$ cat config.mk
export PLATFORM = sky130hd
export DESIGN_NAME = csr_access_unit
export DESIGN_NICKNAME = d
export VERILOG_FILES = /design/src/rtl/csr_unit_pkg.sv /design/src/rtl/csr_decode.sv /design/src/rtl/csr_update.sv /design/src/rtl/csr_bank.sv /design/src/rtl/csr_access_unit.sv
export SDC_FILE = /design/constraint.sdc
export NUM_CORES = 1
export LEC_CHECK = 0
export BUFFER_PORTS_ARGS = -buffer_cell sky130_fd_sc_hd__buf_2
export CAP_MARGIN = 10
export CORE_MARGIN = 8
export CORE_UTILIZATION = 39
export DETAILED_ROUTE_END_ITERATION = 10
export PLACE_DENSITY = 0.61
export SYNTH_ARGS = -nofsm -noshare
export SYNTH_HDL_FRONTEND = slang
export SYNTH_SLANG_ARGS = --single-unit
$ cat constraint.sdc
create_clock -name clk -period 4.49 [get_ports clk]
set_clock_uncertainty 0.2 [all_clocks]
set_input_delay 0.2245 -clock clk [delete_from_list [all_inputs] [get_ports clk]]
set_output_delay 0.2245 -clock clk [all_outputs]
set_load 0.01 [all_outputs]
$ cat src/rtl/csr_unit_pkg.sv
package csr_unit_pkg;

    localparam logic [6:0] OPC_SYSTEM = 7'b1110011;

    typedef enum logic [1:0] {
        ACC_NONE  = 2'b00,
        ACC_WRITE = 2'b01,
        ACC_SET   = 2'b10,
        ACC_CLEAR = 2'b11
    } acc_kind_e;

    typedef struct packed {
        acc_kind_e  kind;
        logic       use_imm;
        logic [11:0] addr;
        logic [4:0] src_idx;
        logic [4:0] dst_idx;
    } csr_op_t;

endpackage

$ cat src/rtl/csr_decode.sv
module csr_decode
    import csr_unit_pkg::*;
(
    input  logic        instr_valid,
    input  logic [31:0] instr,
    output csr_op_t     op,
    output logic        wants_read,
    output logic        wants_write
);

    always_comb begin
        op.addr    = instr[31:20];
        op.src_idx = instr[19:15];
        op.use_imm = instr[14];
        op.dst_idx = instr[11:7];
        op.kind    = ACC_NONE;
        if (instr_valid && (instr[6:0] == OPC_SYSTEM)) begin
            unique case (instr[13:12])
                2'b01:   op.kind = ACC_WRITE;
                2'b10:   op.kind = ACC_SET;
                2'b11:   op.kind = ACC_CLEAR;
                default: op.kind = ACC_NONE;
            endcase
        end
    end

    always_comb begin
        unique case (op.kind)
            ACC_WRITE: begin
                wants_read  = (op.dst_idx != 5'd0);
                wants_write = 1'b1;
            end
            ACC_SET, ACC_CLEAR: begin
                wants_read  = 1'b1;
                wants_write = (op.src_idx != 5'd0);
            end
            default: begin
                wants_read  = 1'b0;
                wants_write = 1'b0;
            end
        endcase
    end

endmodule

$ cat src/rtl/csr_update.sv
module csr_update
    import csr_unit_pkg::*;
#(
    parameter int XLEN = 32
) (
    input  acc_kind_e        kind,
    input  logic [XLEN-1:0]  old_value,
    input  logic [XLEN-1:0]  operand,
    input  logic [XLEN-1:0]  wmask,
    output logic [XLEN-1:0]  new_value
);

    logic [XLEN-1:0] eff;

    always_comb begin
        eff = operand & wmask;
        unique case (kind)
            ACC_WRITE: new_value = (old_value & ~wmask) | eff;
            ACC_SET:   new_value = old_value | eff;
            ACC_CLEAR: new_value = old_value & ~eff;
            default:   new_value = old_value;
        endcase
    end

endmodule

$ cat src/rtl/csr_bank.sv
module csr_bank #(
    parameter int                XLEN          = 32,
    parameter int                N_SCRATCH     = 4,
    parameter logic [11:0]       SCRATCH_BASE  = 12'h340,
    parameter logic [11:0]       CNT_ADDR      = 12'hB02,
    parameter logic [11:0]       ID_ADDR       = 12'hF11,
    parameter logic [XLEN-1:0]   ID_VALUE      = XLEN'(32'h5A17_0001),
    parameter logic [XLEN-1:0]   SCRATCH_WMASK = {4'h0, {(XLEN-4){1'b1}}}
) (
    input  logic             clk,
    input  logic             rst_n,
    input  logic [11:0]      addr,
    input  logic             commit_wr,
    input  logic [XLEN-1:0]  wr_value,
    input  logic             retire,
    output logic             hit,
    output logic             read_only,
    output logic [XLEN-1:0]  rdata,
    output logic [XLEN-1:0]  wmask,
    output logic [XLEN-1:0]  cnt_value
);

    logic [N_SCRATCH-1:0] scr_sel;
    logic                 cnt_sel;
    logic                 id_sel;
    logic [XLEN-1:0]      scr_q [N_SCRATCH];
    logic [XLEN-1:0]      cnt_q;

    for (genvar g = 0; g < N_SCRATCH; g++) begin : g_sel
        assign scr_sel[g] = (addr == SCRATCH_BASE + 12'(g));
    end

    assign cnt_sel   = (addr == CNT_ADDR);
    assign id_sel    = (addr == ID_ADDR);
    assign hit       = (|scr_sel) | cnt_sel | id_sel;
    assign read_only = (addr[11:10] == 2'b11);
    assign cnt_value = cnt_q;

    always_comb begin
        rdata = '0;
        wmask = '0;
        for (int i = 0; i < N_SCRATCH; i++) begin
            if (scr_sel[i]) begin
                rdata = scr_q[i];
                wmask = SCRATCH_WMASK;
            end
        end
        if (cnt_sel) begin
            rdata = cnt_q;
            wmask = '1;
        end
        if (id_sel) begin
            rdata = ID_VALUE;
            wmask = '0;
        end
    end

    always_ff @(posedge clk) begin
        if (!rst_n) begin
            for (int i = 0; i < N_SCRATCH; i++) scr_q[i] <= '0;
        end else if (commit_wr) begin
            for (int i = 0; i < N_SCRATCH; i++) begin
                if (scr_sel[i]) scr_q[i] <= wr_value;
            end
        end
    end

    always_ff @(posedge clk) begin
        if (!rst_n) begin
            cnt_q <= '0;
        end else if (commit_wr && cnt_sel) begin
            cnt_q <= wr_value;
        end else if (retire) begin
            cnt_q <= cnt_q + XLEN'(1);
        end
    end

endmodule

$ cat src/rtl/csr_access_unit.sv
module csr_access_unit
    import csr_unit_pkg::*;
#(
    parameter int          XLEN     = 32,
    parameter logic [11:0] CNT_ADDR = 12'hB02
) (
    input  logic             clk,
    input  logic             rst_n,
    input  logic             instr_valid,
    input  logic [31:0]      instr,
    input  logic [XLEN-1:0]  rs1_value,
    input  logic             retire,
    output logic             rd_we,
    output logic [4:0]       rd_idx,
    output logic [XLEN-1:0]  rd_data,
    output logic             csr_rd_strobe,
    output logic             csr_wr_strobe,
    output logic             illegal_instr
);

    csr_op_t         op;
    logic            wants_read;
    logic            wants_write;
    logic            is_access;
    logic            legal;
    logic            hit;
    logic            read_only;
    logic            commit_wr;
    logic [XLEN-1:0] operand;
    logic [XLEN-1:0] old_value;
    logic [XLEN-1:0] new_value;
    logic [XLEN-1:0] wmask;
    logic [XLEN-1:0] cnt_value;

    csr_decode i_decode (
        .instr_valid (instr_valid),
        .instr       (instr),
        .op          (op),
        .wants_read  (wants_read),
        .wants_write (wants_write)
    );

    csr_bank #(.XLEN(XLEN), .CNT_ADDR(CNT_ADDR)) i_bank (
        .clk       (clk),
        .rst_n     (rst_n),
        .addr      (op.addr),
        .commit_wr (commit_wr),
        .wr_value  (new_value),
        .retire    (retire),
        .hit       (hit),
        .read_only (read_only),
        .rdata     (old_value),
        .wmask     (wmask),
        .cnt_value (cnt_value)
    );

    assign operand = op.use_imm ? XLEN'(op.src_idx) : rs1_value;

    csr_update #(.XLEN(XLEN)) i_update (
        .kind      (op.kind),
        .old_value (old_value),
        .operand   (operand),
        .wmask     (wmask),
        .new_value (new_value)
    );

    assign is_access     = (op.kind != ACC_NONE);
    assign illegal_instr = is_access && (!hit || (wants_write && read_only));
    assign legal         = is_access && !illegal_instr;
    assign commit_wr     = legal && wants_write;

    assign csr_rd_strobe = legal && wants_read;
    assign csr_wr_strobe = commit_wr;
    assign rd_we         = csr_rd_strobe && (op.dst_idx != 5'd0);
    assign rd_idx        = op.dst_idx;
    assign rd_data       = csr_rd_strobe ? old_value : '0;

endmodule

==> impl_results.rst <==
.. list-table::
   :header-rows: 1

   * - Metric
     - Value
   * - Outcome
     - finished, final reports clean
   * - Number of library cell types mapped by synthesis
     - 82
   * - Clock transition at the registers of the reported paths
     - 0.07 ns
   * - DPL Wire Length
     - around 22 mm
   * - GRT overflow
     - 0
   * - Endpoint of the lowest-slack register-to-register path
     - i_bank.cnt_value[25]
   * - Number of buffers inserted to repair setup after CTS
     - 0
   * - Setup slack of the worst register-to-register path
     - 1.69 ns
   * - Data required time of the critical path
     - slightly above 4 ns
   * - Max VDD drop
     - 0.000174 V
   * - Post-detailed-route wirelength per cell
     - 24.4 um
   * - Cell depth of the worst min-delay path
     - 3
   * - Fraction of final layout cells sized beyond drive strength 1
     - 22.4%
   * - Count of flip-flops with a built-in enable after synthesis
     - roughly 130
   * - Most used flip-flop cell after synthesis
     - sky130_fd_sc_hd__edfxtp_1
   * - IO Count
     - 109
   * - Final weighted congestion of routability-driven global placement
     - 0.898
   * - Syn_area_per_cell
     - 10.0 um2
   * - Launch point of the worst reg-to-reg path
     - i_bank.cnt_value[4]
   * - Most frequent cells after synthesis
     - sky130_fd_sc_hd__nor2_1 (175), sky130_fd_sc_hd__edfxtp_1 (128), sky130_fd_sc_hd__nand2_1 (41), sky130_fd_sc_hd__clkbuf_1 (37)
   * - TritonCTS clock tree
     - built
   * - RSZ-0062 raised after global routing
     - no
   * - Die height
     - 171 um
   * - Number of global-route vias before repair
     - 8154
   * - Maximum count of clock buffers along a single path
     - 2
   * - Initial antenna violation count
     - 1
   * - Layout overhead on the synthesized area
     - 16.8%
   * - Slew of the pin with the lowest slew margin
     - 1.01 ns
   * - Total wire length
     - ~33 mm
   * - Post-Syn Area
     - 9360 um2
   * - List of cells traversed by the critical path
     - buf_2 -> nand4bb_1 -> nor2_1 -> nand2_1 -> inv_1 -> ha_1 -> nor2_1 -> a2111o_1 -> buf_4 -> nor3_1 -> buf_2
   * - Critical-path maximum fanout
     - 18
   * - Data arrival time of the critical path
     - between 3 and 4 ns
   * - Flops & latches, synth
     - 160
   * - R2r worst-path depth
     - 6
   * - WS Path Type
     - input port to output pin
   * - F_max
     - 0.275 GHz
   * - Starting density of the core
     - about two fifths
   * - Max-slew violation count
     - 0
   * - Cells after Synth
     - 932
   * - Crit start category
     - input port
   * - Net Count, Synth
     - 1006
   * - Cts hold-fix bufs
     - 4
   * - Power per cell area
     - 311 nW/um2
   * - Clock insertion delay at the later pin of the skew report
     - 0.44 ns
   * - Total number of placement rows
     - 56
   * - CTS sink cnt
     - 160
   * - Fin crit share
     - between 80% and 90%
   * - Static Leakage
     - ~0.0039 uW
   * - Vias after detailed routing
     - 8406
   * - Die Span X
     - between 150 and 200 um
   * - Finish-stage setup viols
     - 0
   * - Worst-path cell with the longest stage delay
     - sky130_fd_sc_hd__a2111o_1
   * - Final hold violation count
     - 0
   * - Delay of the slowest critical-path stage
     - about 0.74 ns
   * - Fraction of post-synthesis cell area in the top cell type by area
     - 41.0%
   * - Relative max-transition margin
     - 32.3%
   * - Worst min-delay path endpoint
     - i_bank.cnt_value[8]
   * - DR DRC count
     - 0
   * - Max Cap Violations
     - 0
   * - Remaining number of nets flagged by the antenna check after routing
     - 0
   * - Pin count of the biggest net entering global routing
     - 43
   * - Setup tns final
     - 0 ns
   * - Number of search-and-repair iterations in the first detailed-routing pass
     - 7
   * - GR Util All Layers
     - 22.3%
   * - Warnings from Yosys
     - 0
   * - Number of buffers created by CTS
     - 17
   * - Core Area
     - ~24000 um2
   * - Endpoint type of the worst setup path
     - output pin
   * - Async set or reset register ratio after synthesis
     - 0%
   * - Count leader, synth
     - sky130_fd_sc_hd__nor2_1
   * - Average via count per standard cell
     - 6.21
   * - Number of gates resized after CTS
     - 0
   * - Net count of the finished layout
     - 1096
   * - Shortest period the worst path allows
     - 3.63 ns
   * - Type of the worst min-delay path
     - input port to register
   * - Number of input and output port buffers inserted
     - 108
   * - Source of the worst hold timing path
     - rs1_value[8]
   * - Die Area
     - 29200 um2
   * - First-iteration detailed-routing DRC count
     - 785
   * - Number of H-tree branching levels
     - 4
   * - N_diodes
     - 0
   * - Sequential element share of the synthesized area
     - 47.9%
   * - Most area-consuming cells after synthesis
     - sky130_fd_sc_hd__edfxtp_1 (41%), sky130_fd_sc_hd__nor2_1 (7.0%), sky130_fd_sc_hd__dfxtp_1 (6.8%)
   * - Wire length of the first global-routing pass
     - 49.3 mm
   * - Finished Core Util
     - 46.4%
   * - Post-layout power
     - 3400 uW
   * - Buffer type at the clock tree root
     - sky130_fd_sc_hd__clkbuf_16
   * - Library cell occupying the most area in the post-synthesis netlist
     - sky130_fd_sc_hd__edfxtp_1
## through the flow
| stage | setup slack, ns | cells | instance area (um2) | hold slack, ns |
|---|---|---|---|---|
| floorplan | 0.537 | 932 | 9370 | 0.218 |
| global placement | 0.878 | 1318 | 10300 | 0.386 |
| detailed placement | 0.799 | 1318 | 10300 | 0.390 |
| CTS | 0.903 | 1354 | 10900 | 0.00792 |
| global route | 0.722 | 1354 | 10900 | 0.0536 |
| finish | 0.856 | 1354 | 10900 | 0.00942 |
## worst max-delay path by stage
| stage | from | end | slack, ns |
|---|---|---|---|
| 6_report | instr[2] | rd_data[22] | 0.86 |
| 2_1_floorplan | instr[2] | i_bank.scr_q[0][0] | 0.54 |
| 4_1_cts | instr[2] | rd_data[22] | 0.90 |
| 3_5_place_dp | instr[2] | i_bank.scr_q[0][9] | 0.80 |
| 5_1_grt | instr[2] | rd_data[22] | 0.72 |
| 3_3_place_gp | instr[2] | i_bank.scr_q[0][9] | 0.88 |
## state kept, by name, indices dropped and copies added (netlist names)
signal	cells
i_bank.cnt_value	32
i_bank.scr_q	128
## area by class of cell
type                       count  area [um2]
clock inverter                15         191
multi-input combinational    680        4520
clock buffer                  17         425
tap                          319         399
timing repair buffer         147         856
fill                        2281       12600
sequential                   160        4480
inverter                      16        60.1
## metal layers
| metal | share of wire [%] | GRT usage, % |
|---|---|---|
| met5 | 0.030 | 0 |
| met4 | 2.8 | 8.09 |
| met3 | 9.9 | 4.01 |
| met2 | 47 | 36.9 |
| met1 | 40 | 28.9 |
## power breakdown
| part | internal, uW | total (uW) | leakage, uW | switching [uW] |
|---|---|---|---|---|
| Sequential | 1630 | 1650 | 0.00158 | 12.7 |
| Clock | 849 | 1530 | 0.000297 | 684 |
| Combinational | 78.0 | 216 | 0.00202 | 138 |
## logic make-up (layout without fill, tap and decap cells)
kind of cell | count (synthesis) | after routing | synth area share [%]
adder cells (fa/ha/maj) | 6 | 6 | 0.802
buffers and inverters | 92 | 195 | 4.36
AO/OA/AOI/OAI | 241 | 241 | 19.4
multiplexers | 37 | 37 | 5.32
flip-flops | 160 | 160 | 47.9
XOR/XNOR | 28 | 28 | 2.62
AND/OR/NAND/NOR | 368 | 368 | 19.6
## cells in the final DEF, fill, tap and decap left out, drive strengths merged, types with 16 or more instances in the layout
master / n
o22ai: 33
buf: 143
edfxtp: 128
nor2: 176
clkbuf: 17
nor2b: 20
inv: 24
o21ai: 35
dfxtp: 32
nor3: 30
nand3: 23
nand4: 17
mux2i: 16
nand2: 43
a21oi: 32
a22oi: 30
o2111a: 17
## worst max-delay path: cells and delay by family
family / cells / cell delay, ns
AOI/OAI and AO/OA: 1 / 0.74
adders and majority gates: 1 / 0.42
buffers and inverters: 4 / 0.75
and+or+nand+nor: 5 / 1.05
Power figures use the tool's default switching activity.
